--- src/rtl/txn_mutex_pkg.sv ---
package txn_mutex_pkg;

  localparam logic [7:0] CLAIM_TRUE = 8'h96;

  typedef enum logic [1:0] {
    OWN_NONE = 2'd0,
    OWN_TAP  = 2'd1,
    OWN_BUS  = 2'd2
  } owner_e;

  // strobes from control to datapath
  typedef struct packed {
    logic wrGo;     // owner write to target/token accepted
    logic srcTap;   // owner write comes from TAP port
    logic tapRdOk;  // TAP may see register contents
    logic busRdOk;  // bus may see register contents
  } ctl_strobe_t;

endpackage

--- src/rtl/txn_mutex_ctrl.sv ---
module txn_mutex_ctrl
  import txn_mutex_pkg::*;
#(
  parameter int DATA_W      = 32,
  parameter int ADDR_W      = 4,
  parameter int TOKEN_WORDS = 4
) (
  input  logic              clk,
  input  logic              rstN,
  input  logic              tapWe,
  input  logic [ADDR_W-1:0] tapAddr,
  input  logic [DATA_W-1:0] tapWdata,
  input  logic              busWe,
  input  logic [ADDR_W-1:0] busAddr,
  input  logic [DATA_W-1:0] busWdata,
  input  logic              doneIn,
  output ctl_strobe_t       strobe,
  output logic              tapOwner,
  output logic              busOwner,
  output logic              regWen,
  output logic              busy,
  output logic              transStart
);

  localparam int ADDR_CLAIM  = 0;
  localparam int ADDR_TARGET = 2;
  localparam int ADDR_CMD    = 3 + TOKEN_WORDS;
  localparam logic [DATA_W-1:0] TRUE_WORD = DATA_W'(CLAIM_TRUE);

  owner_e ownerQ, ownerD;
  logic   busyQ, startQ;

  logic tapClaimWr, busClaimWr;
  logic tapClaimTrue, busClaimTrue, tapClaimZero, busClaimZero;
  logic              ownerWe, ownerBit0, lockedWr, cmdGo;
  logic [ADDR_W-1:0] ownerAddr;

  assign tapClaimWr   = tapWe && (tapAddr == ADDR_W'(ADDR_CLAIM));
  assign busClaimWr   = busWe && (busAddr == ADDR_W'(ADDR_CLAIM));
  assign tapClaimTrue = tapClaimWr && (tapWdata == TRUE_WORD);
  assign busClaimTrue = busClaimWr && (busWdata == TRUE_WORD);
  assign tapClaimZero = tapClaimWr && (tapWdata == '0);
  assign busClaimZero = busClaimWr && (busWdata == '0);

  always_comb begin
    ownerD = ownerQ;
    unique case (ownerQ)
      OWN_NONE: begin
        if (tapClaimTrue)      ownerD = OWN_TAP;  // TAP wins ties
        else if (busClaimTrue) ownerD = OWN_BUS;
      end
      OWN_TAP:  if (tapClaimZero) ownerD = OWN_NONE;
      OWN_BUS:  if (busClaimZero) ownerD = OWN_NONE;
      default:  ownerD = OWN_NONE;
    endcase
  end

  // select the owning port's write request
  always_comb begin
    ownerWe   = 1'b0;
    ownerAddr = '0;
    ownerBit0 = 1'b0;
    if (ownerQ == OWN_TAP) begin
      ownerWe = tapWe; ownerAddr = tapAddr; ownerBit0 = tapWdata[0];
    end else if (ownerQ == OWN_BUS) begin
      ownerWe = busWe; ownerAddr = busAddr; ownerBit0 = busWdata[0];
    end
  end

  assign lockedWr = ownerWe && !busyQ &&
                    (ownerAddr >= ADDR_W'(ADDR_TARGET)) &&
                    (ownerAddr <= ADDR_W'(ADDR_CMD));
  assign cmdGo    = lockedWr && (ownerAddr == ADDR_W'(ADDR_CMD)) && ownerBit0;

  always_ff @(posedge clk or negedge rstN) begin
    if (!rstN) begin
      ownerQ <= OWN_NONE;
      busyQ  <= 1'b0;
      startQ <= 1'b0;
    end else begin
      ownerQ <= ownerD;
      startQ <= cmdGo;
      if (cmdGo)       busyQ <= 1'b1;
      else if (doneIn) busyQ <= 1'b0;
    end
  end

  assign tapOwner       = (ownerQ == OWN_TAP);
  assign busOwner       = (ownerQ == OWN_BUS);
  assign regWen         = (ownerQ != OWN_NONE) && !busyQ;
  assign busy           = busyQ;
  assign transStart     = startQ;
  assign strobe.wrGo    = lockedWr && (ownerAddr != ADDR_W'(ADDR_CMD));
  assign strobe.srcTap  = tapOwner;
  assign strobe.tapRdOk = tapOwner;
  assign strobe.busRdOk = busOwner;

  // a non-true claim on a free mutex leaves it free
  assert_bad_claim_R3: assert property (@(posedge clk) disable iff (!rstN)
    (ownerQ == OWN_NONE && !tapClaimTrue && !busClaimTrue) |=> (ownerQ == OWN_NONE));

  // a tied claim goes to the TAP port
  assert_tap_priority_R4: assert property (@(posedge clk) disable iff (!rstN)
    (ownerQ == OWN_NONE && tapClaimTrue && busClaimTrue) |=> tapOwner);

  // the other port cannot steal the mutex
  assert_no_steal_R6: assert property (@(posedge clk) disable iff (!rstN)
    (tapOwner && !tapClaimWr) |=> tapOwner);

  // the start output is a single-cycle pulse
  assert_start_pulse_R9: assert property (@(posedge clk) disable iff (!rstN)
    transStart |=> !transStart);

  // registers stay locked while the start is issued
  assert_locked_at_start_R10: assert property (@(posedge clk) disable iff (!rstN)
    transStart |-> !regWen);

endmodule

--- src/rtl/txn_mutex_regs.sv ---
module txn_mutex_regs
  import txn_mutex_pkg::*;
#(
  parameter int DATA_W      = 32,
  parameter int ADDR_W      = 4,
  parameter int TOKEN_WORDS = 4
) (
  input  logic                          clk,
  input  logic                          rstN,
  input  ctl_strobe_t                   strobe,
  input  logic [ADDR_W-1:0]             tapAddr,
  input  logic [DATA_W-1:0]             tapWdata,
  input  logic [ADDR_W-1:0]             busAddr,
  input  logic [DATA_W-1:0]             busWdata,
  input  logic                          busy,
  input  logic                          regWen,
  output logic [DATA_W-1:0]             tapRdata,
  output logic [DATA_W-1:0]             busRdata,
  output logic [DATA_W-1:0]             transTarget,
  output logic [TOKEN_WORDS*DATA_W-1:0] transToken
);

  localparam int ADDR_CLAIM  = 0;
  localparam int ADDR_WEN    = 1;
  localparam int ADDR_TARGET = 2;
  localparam int ADDR_TOKEN0 = 3;
  localparam int ADDR_CMD    = ADDR_TOKEN0 + TOKEN_WORDS;

  logic [ADDR_W-1:0] wAddr;
  logic [DATA_W-1:0] wData;
  logic [DATA_W-1:0] targetQ;
  logic [DATA_W-1:0] tokenQ [TOKEN_WORDS];

  assign wAddr = strobe.srcTap ? tapAddr  : busAddr;
  assign wData = strobe.srcTap ? tapWdata : busWdata;

  always_ff @(posedge clk or negedge rstN) begin
    if (!rstN)                                               targetQ <= '0;
    else if (strobe.wrGo && wAddr == ADDR_W'(ADDR_TARGET))   targetQ <= wData;
  end

  for (genvar w = 0; w < TOKEN_WORDS; w++) begin : g_token
    always_ff @(posedge clk or negedge rstN) begin
      if (!rstN)                                                   tokenQ[w] <= '0;
      else if (strobe.wrGo && wAddr == ADDR_W'(ADDR_TOKEN0 + w))   tokenQ[w] <= wData;
    end
    assign transToken[w*DATA_W +: DATA_W] = tokenQ[w];
  end

  assign transTarget = targetQ;

  // one masked read path per port
  logic [ADDR_W-1:0] rdAddr [2];
  logic              rdOk   [2];
  logic [DATA_W-1:0] rdVal  [2];

  assign rdAddr[0] = tapAddr;
  assign rdAddr[1] = busAddr;
  assign rdOk[0]   = strobe.tapRdOk;
  assign rdOk[1]   = strobe.busRdOk;

  for (genvar p = 0; p < 2; p++) begin : g_read
    always_comb begin
      rdVal[p] = '0;
      if (rdOk[p]) begin
        if (rdAddr[p] == ADDR_W'(ADDR_CLAIM))       rdVal[p] = DATA_W'(CLAIM_TRUE);
        else if (rdAddr[p] == ADDR_W'(ADDR_WEN))    rdVal[p] = DATA_W'(regWen);
        else if (rdAddr[p] == ADDR_W'(ADDR_TARGET)) rdVal[p] = targetQ;
        else if (rdAddr[p] == ADDR_W'(ADDR_CMD))    rdVal[p] = DATA_W'(busy);
        for (int w = 0; w < TOKEN_WORDS; w++)
          if (rdAddr[p] == ADDR_W'(ADDR_TOKEN0 + w)) rdVal[p] = tokenQ[w];
      end
    end
  end

  assign tapRdata = rdVal[0];
  assign busRdata = rdVal[1];

  // the two ports never both see contents
  assert_single_reader_R5: assert property (@(posedge clk) disable iff (!rstN)
    !(strobe.tapRdOk && strobe.busRdOk));

  // no target change while busy
  assert_target_locked_R10: assert property (@(posedge clk) disable iff (!rstN)
    busy |=> $stable(targetQ));

endmodule

--- src/rtl/txn_mutex_top.sv ---
module txn_mutex_top
  import txn_mutex_pkg::*;
#(
  parameter int DATA_W      = 32,
  parameter int ADDR_W      = 4,
  parameter int TOKEN_WORDS = 4
) (
  input  logic                          clk,
  input  logic                          rstN,
  input  logic                          tapWe,
  input  logic [ADDR_W-1:0]             tapAddr,
  input  logic [DATA_W-1:0]             tapWdata,
  output logic [DATA_W-1:0]             tapRdata,
  input  logic                          busWe,
  input  logic [ADDR_W-1:0]             busAddr,
  input  logic [DATA_W-1:0]             busWdata,
  output logic [DATA_W-1:0]             busRdata,
  input  logic                          doneIn,
  output logic                          tapOwner,
  output logic                          busOwner,
  output logic                          regWen,
  output logic                          transStart,
  output logic [DATA_W-1:0]             transTarget,
  output logic [TOKEN_WORDS*DATA_W-1:0] transToken
);

  ctl_strobe_t strobe;
  logic        busy;

  txn_mutex_ctrl #(.DATA_W(DATA_W), .ADDR_W(ADDR_W), .TOKEN_WORDS(TOKEN_WORDS)) u_ctrl (
    .clk(clk), .rstN(rstN),
    .tapWe(tapWe), .tapAddr(tapAddr), .tapWdata(tapWdata),
    .busWe(busWe), .busAddr(busAddr), .busWdata(busWdata),
    .doneIn(doneIn), .strobe(strobe),
    .tapOwner(tapOwner), .busOwner(busOwner), .regWen(regWen),
    .busy(busy), .transStart(transStart)
  );

  txn_mutex_regs #(.DATA_W(DATA_W), .ADDR_W(ADDR_W), .TOKEN_WORDS(TOKEN_WORDS)) u_regs (
    .clk(clk), .rstN(rstN), .strobe(strobe),
    .tapAddr(tapAddr), .tapWdata(tapWdata),
    .busAddr(busAddr), .busWdata(busWdata),
    .busy(busy), .regWen(regWen),
    .tapRdata(tapRdata), .busRdata(busRdata),
    .transTarget(transTarget), .transToken(transToken)
  );

  // a port without the mutex reads nothing
  assert_bus_masked_R5: assert property (@(posedge clk) disable iff (!rstN)
    !busOwner |-> (busRdata == '0));
  assert_tap_masked_R1: assert property (@(posedge clk) disable iff (!rstN)
    !tapOwner |-> (tapRdata == '0));

  // a bus write does not move the target while TAP owns
  assert_nonowner_ignored_R8: assert property (@(posedge clk) disable iff (!rstN)
    (tapOwner && !tapWe && busWe) |=> $stable(transTarget));

endmodule

--- config.mk ---
export PLATFORM = sky130hd
export DESIGN_NAME = txn_mutex_top
export DESIGN_NICKNAME = d
export VERILOG_FILES = /design/src/rtl/txn_mutex_pkg.sv /design/src/rtl/txn_mutex_ctrl.sv /design/src/rtl/txn_mutex_regs.sv /design/src/rtl/txn_mutex_top.sv
export SDC_FILE = /design/constraint.sdc
export NUM_CORES = 1
export LEC_CHECK = 0
export BUFFER_PORTS_ARGS = -buffer_cell sky130_fd_sc_hd__buf_2
export CORE_AREA = 4 4 160 123
export CTS_CLUSTER_SIZE = 16
export DETAILED_ROUTE_END_ITERATION = 10
export DIE_AREA = 0 0 164 127
export PLACE_DENSITY = 0.93
export SYNTH_ARGS = -nofsm -noshare
export SYNTH_HDL_FRONTEND = slang
export SYNTH_SLANG_ARGS = --single-unit
--- constraint.sdc ---
create_clock -name clk -period 2.6 [get_ports clk]
set_input_delay 0.13 -clock clk [delete_from_list [all_inputs] [get_ports clk]]
set_output_delay 0.13 -clock clk [all_outputs]
set_load 0.01 [all_outputs]
=== Word-level counts from Yosys, hierarchy flattened ===
Cells that the tools add are included.

* Output and inout bits: 228
* Flip-flop bits (word level): 164
* Word-level logic and storage cells: 98
* Input bits: 77

* Muxes and demuxes: 33
* Order comparisons: 2
* Equal/unequal tests: 28
* Reductions and logical operators: 27

{| class="wikitable"
|+ Operators by type and width
! kind !! number
|-
| $mux W32 || 17
|-
| $eq A32 B8 Y1 const B || 2
|-
| $logic_not A32 Y1 || 2
|-
| $eq A4 B3 Y1 const B || 12
|-
| $eq A4 B2 Y1 const B || 6
|-
| $logic_and A1 B1 Y1 || 18
|-
| $mux W4 || 3
|-
| $eq A4 B1 Y1 const B || 2
|-
| $logic_not A4 Y1 || 2
|-
| $mux W1 || 8
|-
| $mux W2 || 4
|-
| $pmux W2 S3 || 1
|-
| $ge A4 B2 Y1 const B || 1
|-
| $le A4 B3 Y1 const B || 1
|-
| $ne A2 B1 Y1 const B || 2
|-
| $ne A4 B3 Y1 const B || 1
|-
| $reduce_bool A2 Y1 || 2
|-
| $ne A3 B1 Y1 const B || 1
|-
| $reduce_and A3 Y1 || 1
|-
| $eq A2 B1 Y1 const B || 1
|-
| $eq A2 B2 Y1 const B || 1
|-
| $logic_not A2 Y1 || 1
|-
| $logic_not A1 Y1 || 1
|}

=== Longest topological paths before layout ===
Gate-level depths: netlist (run 1).

* Depth after elaboration: 10
* Mapped depth: 9
* Depth with buffers taken out: 6

=== Hierarchy ===
A second synthesis (run 1) with hierarchy kept.

* Cell total of the unflattened synthesis: 1088
* Area, all modules: 9445.3 um2

{| class="wikitable"
|+ By module, submodules not included
! module !! area an instance (um2) !! times used !! cells an instance !! seq. area each (um2)
|-
| txn_mutex_regs || 8937.3 || 1 || 1024 || 4003.8
|-
| txn_mutex_ctrl || 508.0 || 1 || 64 || 100.1
|}

=== Worst setup path before layout (run 1) ===
Ideal clock, no wire load.

* Path type: register -> register
* From: register u_ctrl.ownerQ[1]
* To: register u_regs.tokenQ (netlist bit u_regs.transToken[66])
* Clock period less this slack: 2111 ps
* Slack: 489 ps
* Data required time: 2473 ps
* Buffers on the path: 2
* Arrival time: 1984 ps
* Stages on the path, launching flop included: 8
* Setup time: 127 ps
* Cells stage by stage: dfrtp_1 > nand2b_2 > buf_2 > o22ai_1 > nand3_1 > nor4_4 > buf_6 > mux2_1

* Longest elaborated chain between the ends: 8
* Elaborated cells between the ends (all ways): 17
* Those cells by class: order compare (2); eq/ne (4); mux (6); reduce/logical (5)

{| class="wikitable"
|+ Ends and longest elaborated chain
! item !! line !! text
|-
| from (decl) || txn_mutex_ctrl.sv:30 || <nowiki>owner_e ownerQ, ownerD;</nowiki>
|-
| from (signal assigned) || txn_mutex_ctrl.sv:81 || <nowiki>ownerQ <= ownerD;</nowiki>
|-
| $eq A2 B2 Y1 || txn_mutex_ctrl.sv:65 || <nowiki>end else if (ownerQ == OWN_BUS) begin</nowiki>
|-
| $mux W4 / $mux W1 (equally long branches) || txn_mutex_ctrl.sv:65 ||
|-
| $mux W4 / $mux W1 (equally long branches) || txn_mutex_ctrl.sv:63 || <nowiki>if (ownerQ == OWN_TAP) begin</nowiki>
|-
| $ge A4 B2 Y1 / $logic_and A1 B1 Y1 (equally long branches) || txn_mutex_ctrl.sv:71, txn_mutex_ctrl.sv:70 ||
|-
| $logic_and A1 B1 Y1 || txn_mutex_ctrl.sv:70 || <nowiki>assign lockedWr = ownerWe && !busyQ &&</nowiki>
|-
| $logic_and A1 B1 Y1 || txn_mutex_ctrl.sv:71 || <nowiki>(ownerAddr >= ADDR_W'(ADDR_TARGET)) &&</nowiki>
|-
| $logic_and A1 B1 Y1 || txn_mutex_ctrl.sv:93 || <nowiki>assign strobe.wrGo = lockedWr && (ownerAddr != ADDR_W'(ADDR_CMD));</nowiki>
|-
| $logic_and A1 B1 Y1 || txn_mutex_regs.sv:45 || <nowiki>else if (strobe.wrGo && wAddr == ADDR_W'(ADDR_TOKEN0 + w)) tokenQ[w] <= wData;</nowiki>
|-
| to (signal, indexed assignment) || txn_mutex_regs.sv:45 ||
|-
| to (decl) || txn_mutex_regs.sv:32 || <nowiki>logic [DATA_W-1:0] tokenQ [TOKEN_WORDS];</nowiki>
|}

Several ways; a longest one is shown, not always the timed one.
A chain may end at the register's enable or synchronous reset.

=== Worst setup path in the final report (run 1) ===
* From: register u_ctrl.ownerQ[1]
* To: register u_regs.tokenQ (netlist bit u_regs.transToken[77])

Same word-level chain as after synthesis.

==> results of run 1 <==
## cell type report
class                           instances  share of cell area
Timing Repair Buffer                  350               0.162
Tap cell                              247              0.0261
Inverter                                9             0.00285
Multi-Input combinational cell        691               0.408
Clock inverter                         10              0.0144
Sequential cell                       164               0.347
Clock buffer                           21              0.0397
## layer usage
| layer | track usage | routed length [µm] | vias up |
|---|---|---|---|
| li1 | - | - | 4084 |
| met1 | 0.446 | 13800 | 4635 |
| met2 | 0.547 | 16900 | 885 |
| met3 | 0.113 | 4810 | 172 |
| met4 | 0.147 | 1670 | 2 |
| met5 | 0 | 14 | - |
## cell usage in the layout (no fill, tap or decap), types with 3 or more instances in the layout
cell / Yosys / layout
buf_2: 22 / 303
dfrtp_1: 164 / 164
nand2_1: 113 / 113
mux2_2: 103 / 103
a21oi_1: 101 / 101
o21ai_0: 89 / 89
mux2_1: 57 / 57
nor2_1: 55 / 55
buf_4: 1 / 41
a22oi_1: 34 / 34
a221oi_1: 28 / 28
a221o_1: 27 / 27
clkbuf_16: 0 / 17
nor4_1: 15 / 15
inv_1: 7 / 7
nand3_1: 6 / 5
o22ai_1: 5 / 5
o211a_1: 4 / 4
mux2i_1: 4 / 4
nor3_1: 4 / 4
bufinv_16: 0 / 4
nor2b_1: 5 / 3
nand3b_1: 3 / 3
and2_1: 3 / 3
nand2b_1: 3 / 3
a31oi_1: 3 / 3
and4_1: 3 / 3
nand4_1: 3 / 3
clkbuf_8: 0 / 3
buf_12: 0 / 3
## through the flow
stage	power [µW]	utilization	cell area (µm²)	instances	setup slack, ns
after global placement	5090	0.615	11200	1459	0.384
after global routing	8230	0.651	11800	1492	0.0527
after detailed placement	5180	0.615	11200	1459	0.273
after floorplan	4210	-	9300	942	0.489
after CTS	7920	0.651	11800	1492	0.248
final	7950	0.651	11800	1492	0.200
## flip-flops by register name, indices dropped and copies added (netlist names)
signal,flops
u_ctrl.busy,1
u_regs.transTarget,32
u_regs.transToken,128
u_ctrl.transStart,1
u_ctrl.ownerQ,2
## critical path: stages (launching register included)
cell,delay [ns]
dfrtp_1,0.42
nand2b_2,0.25
inv_2,0.20
a32o_1,0.19
nand3_1,0.20
nor4_4,0.29
buf_4,0.36
mux2_1,0.37
## timing repair
item                                   CTS  global route
endpoints found under the hold margin   42             0
hold buffers                             2             0
gates resized for setup                  0             0
## logic make-up after synthesis
| family | after synthesis |
|---|---|
| simple gates | 227 |
| buf+inv | 87 |
| compound gates | 299 |
| mux | 165 |
| flops | 164 |
## power breakdown
part / internal (µW) / total [µW] / switching [µW] / leakage, µW
sequential: 2970 / 3500 / 527 / 0.00214
combinational: 767 / 1690 / 925 / 0.00352
clock: 1690 / 2750 / 1060 / 0.000312
total: 5430 / 7950 / 2510 / 0.00597
## final timing paths
path                                         startpoint                                 end  slack, ns  cells after the start
setup / recovery           u_ctrl.ownerQ[1]$_DFFE_PN0P_   u_regs.transToken[77]$_DFFE_PN0P_       0.20                      7
hold / removal                             tapWdata[27]        u_ctrl.ownerQ[1]$_DFFE_PN0P_       0.10                      4
min in group asynchronous                          rstN  u_regs.transToken[102]$_DFFE_PN0P_       0.20                      2
setup reg to reg           u_ctrl.ownerQ[1]$_DFFE_PN0P_   u_regs.transToken[77]$_DFFE_PN0P_       0.20                      7
hold reg to reg            u_ctrl.ownerQ[1]$_DFFE_PN0P_        u_ctrl.ownerQ[0]$_DFFE_PN0P_       0.51                      1
max in group asynchronous                          rstN   u_regs.transToken[88]$_DFFE_PN0P_       1.56                      3
==> results.py, run 1 <==
metrics = {
    "placement": {
        "routabilityCongestion": 0.957,
        "port_buffers": 304,
        "dp_hpwl_um": 26400,
    },
    "synthesis": {
        "netlist_area_um2": 9300,
        "synth_commonest_cells": "164 x dfrtp_1, 113 x nand2_1, 103 x mux2_2, 101 x a21oi_1, 89 x o21ai_0",
        "yosysWarnings": 0,
        "synth_compound_area_frac": 0.202,
        "syn_inst": 942,
        "synthArstFlopShare": 1.00,
        "yosys.area_share.simple": 0.114,
        "synth_top_family_by_area": "compound AO/OA/AOI/OAI gates",
        "synth_ff_type": "dfrtp_1",
        "ys_seq_area_frac": 0.441,
        "synth-seq-cells": 164,
        "yosys.area.top_type_share": 0.441,
        "synth-xor-area-share": 0,
        "yosys.area.top_type": "dfrtp_1",
        "syn-num-nets": 1019,
        "synth_area_leaders": "dfrtp_1 44%, mux2_2 12%, mux2_1 6.9%, a21oi_1 5.4%, o21ai_0 4.8%",
        "synth-edff-count": 0,
        "synth_most_common_cell": "dfrtp_1",
        "avgSynthCellArea_um2": 9.87,
        "synth_fa_ha_area_frac": 0,
        "ys_types": 46,
        "synth_mux_area_frac": 0.199,
    },
    "finish": {
        "nNetsFinal": 1310,
        "antennaDiodeCount": 0,
        "multi_input_area_um2": 4830,
        "seqCellArea_um2": 4100,
        "nFillCells": 1515,
        "area_growth_pct": 27.3,
        "post_route_cells_drive_above_1_share": 0.399,
    },
    "drt": {
        "drt-pass1-iter-count": 6,
        "vias": 9778,
        "avgRoutedWirePerCell_um": 24.9,
        "drtIter0Drc": 1482,
        "avgViaCountPerCell": 6.55,
        "drt-total-wl_um": 37200,
        "drc": 0,
        "ant_nets": 0,
    },
    "power_and_ir_drop": {
        "powerDensity_nw_per_um2": 671,
        "p_leak_uw": 0.00597,
        "vdd_ir_drop_max_mv": 0.448,
    },
    "grt": {
        "gr-total-overflow": 0,
        "grt_usage": 0.348,
        "antenna_found_initial": 1,
        "grt_pass1_wl_um": 55100,
        "grt_pass1_vias": 9512,
        "grt_max_degree": 87,
    },
    "setup_path": {
        "worstSetupEndpointType": "register",
        "required_ns": 2.91,
        "arrival_ns": 2.71,
        "startpoint_type": "register",
        "critPathKind": "register to register",
        "cp_max_fo": 19,
    },
    "sta": {
        "fmax_ghz": 0.417,
        "drv_slew": 0,
        "hold_ws_ns": 0.101,
        "period_share": 0.923,
        "period_minus_slack_ns": 2.40,
        "clock_skew_ns": 0.00866,
        "rsz0062_at_grt": "false",
        "fin_setup_tns_ns": 0,
        "hold_viol_final": 0,
        "worst_pin_slew_ns": 0.955,
        "final-setup-viol-count": 0,
        "relSlewSlack": 0.363,
    },
    "clocking": {
        "cts_sinks": 164,
        "clock_path_buffers": 2,
        "post_cts_buffers": 0,
        "clkTransAtPathRegs_ns": 0.06,
        "clockRootBuffer": "clkbuf_16",
        "h-tree-depth": 4,
        "clkLatencyLatePin_ns": 0.43,
        "cts_inserted_buffers": 17,
        "cts_tree": "done",
    },
    "floorplan": {
        "die-area_um2": 20800,
        "start_util": 0.511,
        "io-pin-count": 305,
        "die_h_um": 127,
        "num_rows": 43,
        "core_um2": 18200,
        "die_w_um": 164,
    },
    "job": {
        "maxCapViolCount": 0,
    },
    "worst_hold_path": {
        "hold_path_class": "input pin to register",
    },
    "run_status": {
        "outcome": "finished clean",
    },
}
No activity file was read; power rests on OpenSTA's default activity.
==> run 2: changes to the inputs <==
--- a/config.mk
+++ b/config.mk
@@ -6,11 +6,11 @@
 export NUM_CORES = 1
 export LEC_CHECK = 0
 export BUFFER_PORTS_ARGS = -buffer_cell sky130_fd_sc_hd__buf_2
-export CORE_AREA = 4 4 160 123
+export CORE_AREA = 4 4 168 129
 export CTS_CLUSTER_SIZE = 16
 export DETAILED_ROUTE_END_ITERATION = 10
-export DIE_AREA = 0 0 164 127
-export PLACE_DENSITY = 0.93
+export DIE_AREA = 0 0 172 133
+export PLACE_DENSITY = 0.89
 export SYNTH_ARGS = -nofsm -noshare
 export SYNTH_HDL_FRONTEND = slang
 export SYNTH_SLANG_ARGS = --single-unit
==> constraint.sdc (replaced) <==
create_clock -name clk -period 2.1 [get_ports clk]
set_input_delay 0.105 -clock clk [delete_from_list [all_inputs] [get_ports clk]]
set_output_delay 0.105 -clock clk [all_outputs]
set_load 0.01 [all_outputs]
==> run 2 against run 1 <==
  * The flow now finishes with violations (negative setup slack)
  * Routed wire length up 14%
  * Register-to-register slack worse by 0.30 ns
  * Worst setup slack worse by 0.30 ns
  * Critical path type unchanged
  * Global-route usage down 1.2 points
  * Critical path depth up 3
==> results.py, run 2 (same netlist as run 1, synthesis figures left out) <==
metrics = {
    "run_status": {
        "outcome": "finished, violations left",
        "violations": "negative setup slack",
    },
    "setup_path": {
        "path_delay_family": "buffers and inverters",
        "worstSetupEndpointType": "register",
        "r2r_setup_slack_ns": -0.10,
        "reg2reg_depth": 10,
        "startpoint_type": "register",
        "crit_slowest_cell": "dfrtp_1",
        "critPathKind": "register to register",
        "r2r-start": "u_ctrl.ownerQ[1]$_DFFE_PN0P_",
        "slowest_delay_ns": 0.42,
        "arrival_ns": 2.51,
        "crit_chain": "buf_6 > nand2b_4 > inv_6 > a32o_2 > buf_6 > and3_4 > nand3b_1 > buf_6 > buf_12 > mux2_4",
        "cp_max_fo": 7,
        "critical_path_buf_inv_count": 5,
        "path_common_cell": "buf_6",
        "timing.rr.end": "u_regs.transTarget[0]$_DFFE_PN0P_",
        "required_ns": 2.41,
    },
    "clocking": {
        "cts_sinks": 164,
        "cts_inserted_buffers": 17,
        "h-tree-depth": 4,
        "clkLatencyLatePin_ns": 0.43,
        "clockRootBuffer": "clkbuf_16",
        "cts_tree": "done",
        "clkTransAtPathRegs_ns": 0.07,
        "clock_path_buffers": 2,
    },
    "finish": {
        "nFillCells": 1515,
        "nNetsFinal": 1360,
        "final_common_cell": "buf_2",
        "finalInstanceArea_um2": 13300,
        "final_core_util": 0.665,
        "final_cell_mix": "303 x buf_2, 163 x dfrtp_1, 128 x mux2_4, 113 x nand2_1, 96 x a21oi_1",
        "seqCellArea_um2": 4110,
        "area_growth_pct": 43.2,
        "largest_reg_flops": 128,
        "post_route_cells_drive_above_1_share": 0.483,
        "multi_input_area_um2": 5480,
    },
    "drt": {
        "vias": 10193,
        "avgViaCountPerCell": 6.56,
        "ant_nets": 0,
        "drt-total-wl_um": 42500,
        "avgRoutedWirePerCell_um": 27.3,
        "drc": 0,
        "drt-pass1-iter-count": 6,
        "drtIter0Drc": 1343,
    },
    "power_and_ir_drop": {
        "p_leak_uw": 0.00675,
        "powerDensity_nw_per_um2": 758,
        "vdd_ir_drop_max_mv": 0.448,
    },
    "sta": {
        "clock_skew_ns": 0.0136,
        "drv_slew": 0,
        "hold_viol_final": 0,
        "fmax_ghz": 0.454,
        "hold_ws_ns": 0.0858,
        "rsz0062_at_grt": "true",
        "worst_pin_slew_ns": 0.655,
        "final-setup-viol-count": 109,
        "fin_setup_tns_ns": -5.40,
        "setup_slack_ns": -0.101,
        "relSlewSlack": 0.559,
        "period_minus_slack_ns": 2.20,
        "period_share": 1.05,
    },
    "worst_hold_path": {
        "hp-start": "tapWdata[27]",
        "min_to": "u_ctrl.ownerQ[1]$_DFFE_PN0P_",
        "hold_path_class": "input pin to register",
        "min_path_cells": 4,
    },
    "grt": {
        "antenna_found_initial": 0,
        "use_met2": 0.533,
        "grt_pass1_wl_um": 58300,
        "grt_usage": 0.336,
        "grt_max_degree": 63,
        "gr-total-overflow": 0,
        "top_usage_layer": "met2",
        "grt_pass1_vias": 9683,
        "met1_usage": 0.444,
        "met3_usage": 0.0890,
    },
    "placement": {
        "port_buffers": 304,
        "routabilityCongestion": 0.915,
        "dp_hpwl_um": 26600,
        "place_area_um2": 11400,
    },
    "floorplan": {
        "num_rows": 45,
        "start_util": 0.464,
        "io-pin-count": 305,
        "core_um2": 20000,
        "die-area_um2": 22900,
        "die_w_um": 172,
        "die_h_um": 133,
    },
    "job": {
        "maxCapViolCount": 0,
    },
}
[run 2: cell count changes in the layout (fill, tap and decap cells not counted), sizes merged]
cell | previous run | this run
bufinv | 4 | 3
diode | 0 | 1
clkinv | 2 | 5
clkinvlp | 1 | 0
clkbuf | 21 | 26
buf | 348 | 392
[run 2: worst max-delay path by stage]
stage | start | endpoint | cells after the start
after floorplan | u_ctrl.ownerQ[1]$_DFFE_PN0P_ | u_regs.transToken[10]$_DFFE_PN0P_ | 7
after global placement | u_ctrl.ownerQ[0]$_DFFE_PN0P_ | u_regs.transToken[61]$_DFFE_PN0P_ | 8
after detailed placement | u_ctrl.ownerQ[1]$_DFFE_PN0P_ | u_regs.transToken[93]$_DFFE_PN0P_ | 7
after CTS | u_ctrl.ownerQ[1]$_DFFE_PN0P_ | u_regs.transToken[89]$_DFFE_PN0P_ | 9
after global routing | u_ctrl.ownerQ[1]$_DFFE_PN0P_ | u_regs.transToken[77]$_DFFE_PN0P_ | 9
final | u_ctrl.ownerQ[1]$_DFFE_PN0P_ | u_regs.transTarget[0]$_DFFE_PN0P_ | 10
[run 2: stage by stage]
step | power [µW] | std cells | setup slack, ns
5_1_grt | 10500 | 1553 | -0.130
6_report | 10100 | 1554 | -0.101
4_1_cts | 9710 | 1543 | -0.0401
3_3_place_gp | 6350 | 1488 | -0.0113
3_5_place_dp | 6460 | 1488 | -0.0786
2_1_floorplan | 5220 | 942 | 0.0563
[run 2: area by class of cell]
type | instances | area share
antenna | 1 | 0.000188
clock buffer | 20 | 0.0335
sequential | 164 | 0.308
clock inverter | 11 | 0.0112
tap | 258 | 0.0242
multi-input combinational | 691 | 0.411
timing repair buffer | 400 | 0.208
inverter | 9 | 0.00348
[run 2: worst reg2reg max path: stages (launching register included)]
cell	delay [ns]
dfrtp_1	0.42
buf_6	0.14
nand2b_4	0.09
inv_6	0.06
a32o_2	0.27
buf_6	0.12
and3_4	0.16
nand3b_1	0.17
buf_6	0.17
buf_12	0.16
mux2_4	0.32
[run 2: power breakdown]
group          total (µW)  internal [µW]  switching [µW]
logic                2500           1270            1230
registers            4380           3680             698
clock network        3220           1910            1320
total               10100           6860            3240
[run 2: layer usage]
metal,share of wire,vias to the layer above
met4,0.043,0
met1,0.38,4967
li1,-,4195
met3,0.12,140
met5,0,-
met2,0.45,891
[run 2: timing repair]
action,CTS,global route
pin swaps,7,12
hold endpoints to repair,59,0
setup endpoints to repair,140,176
setup buffers,17,6
resized for setup,49,158
gates cloned,7,6
hold buffers,2,0
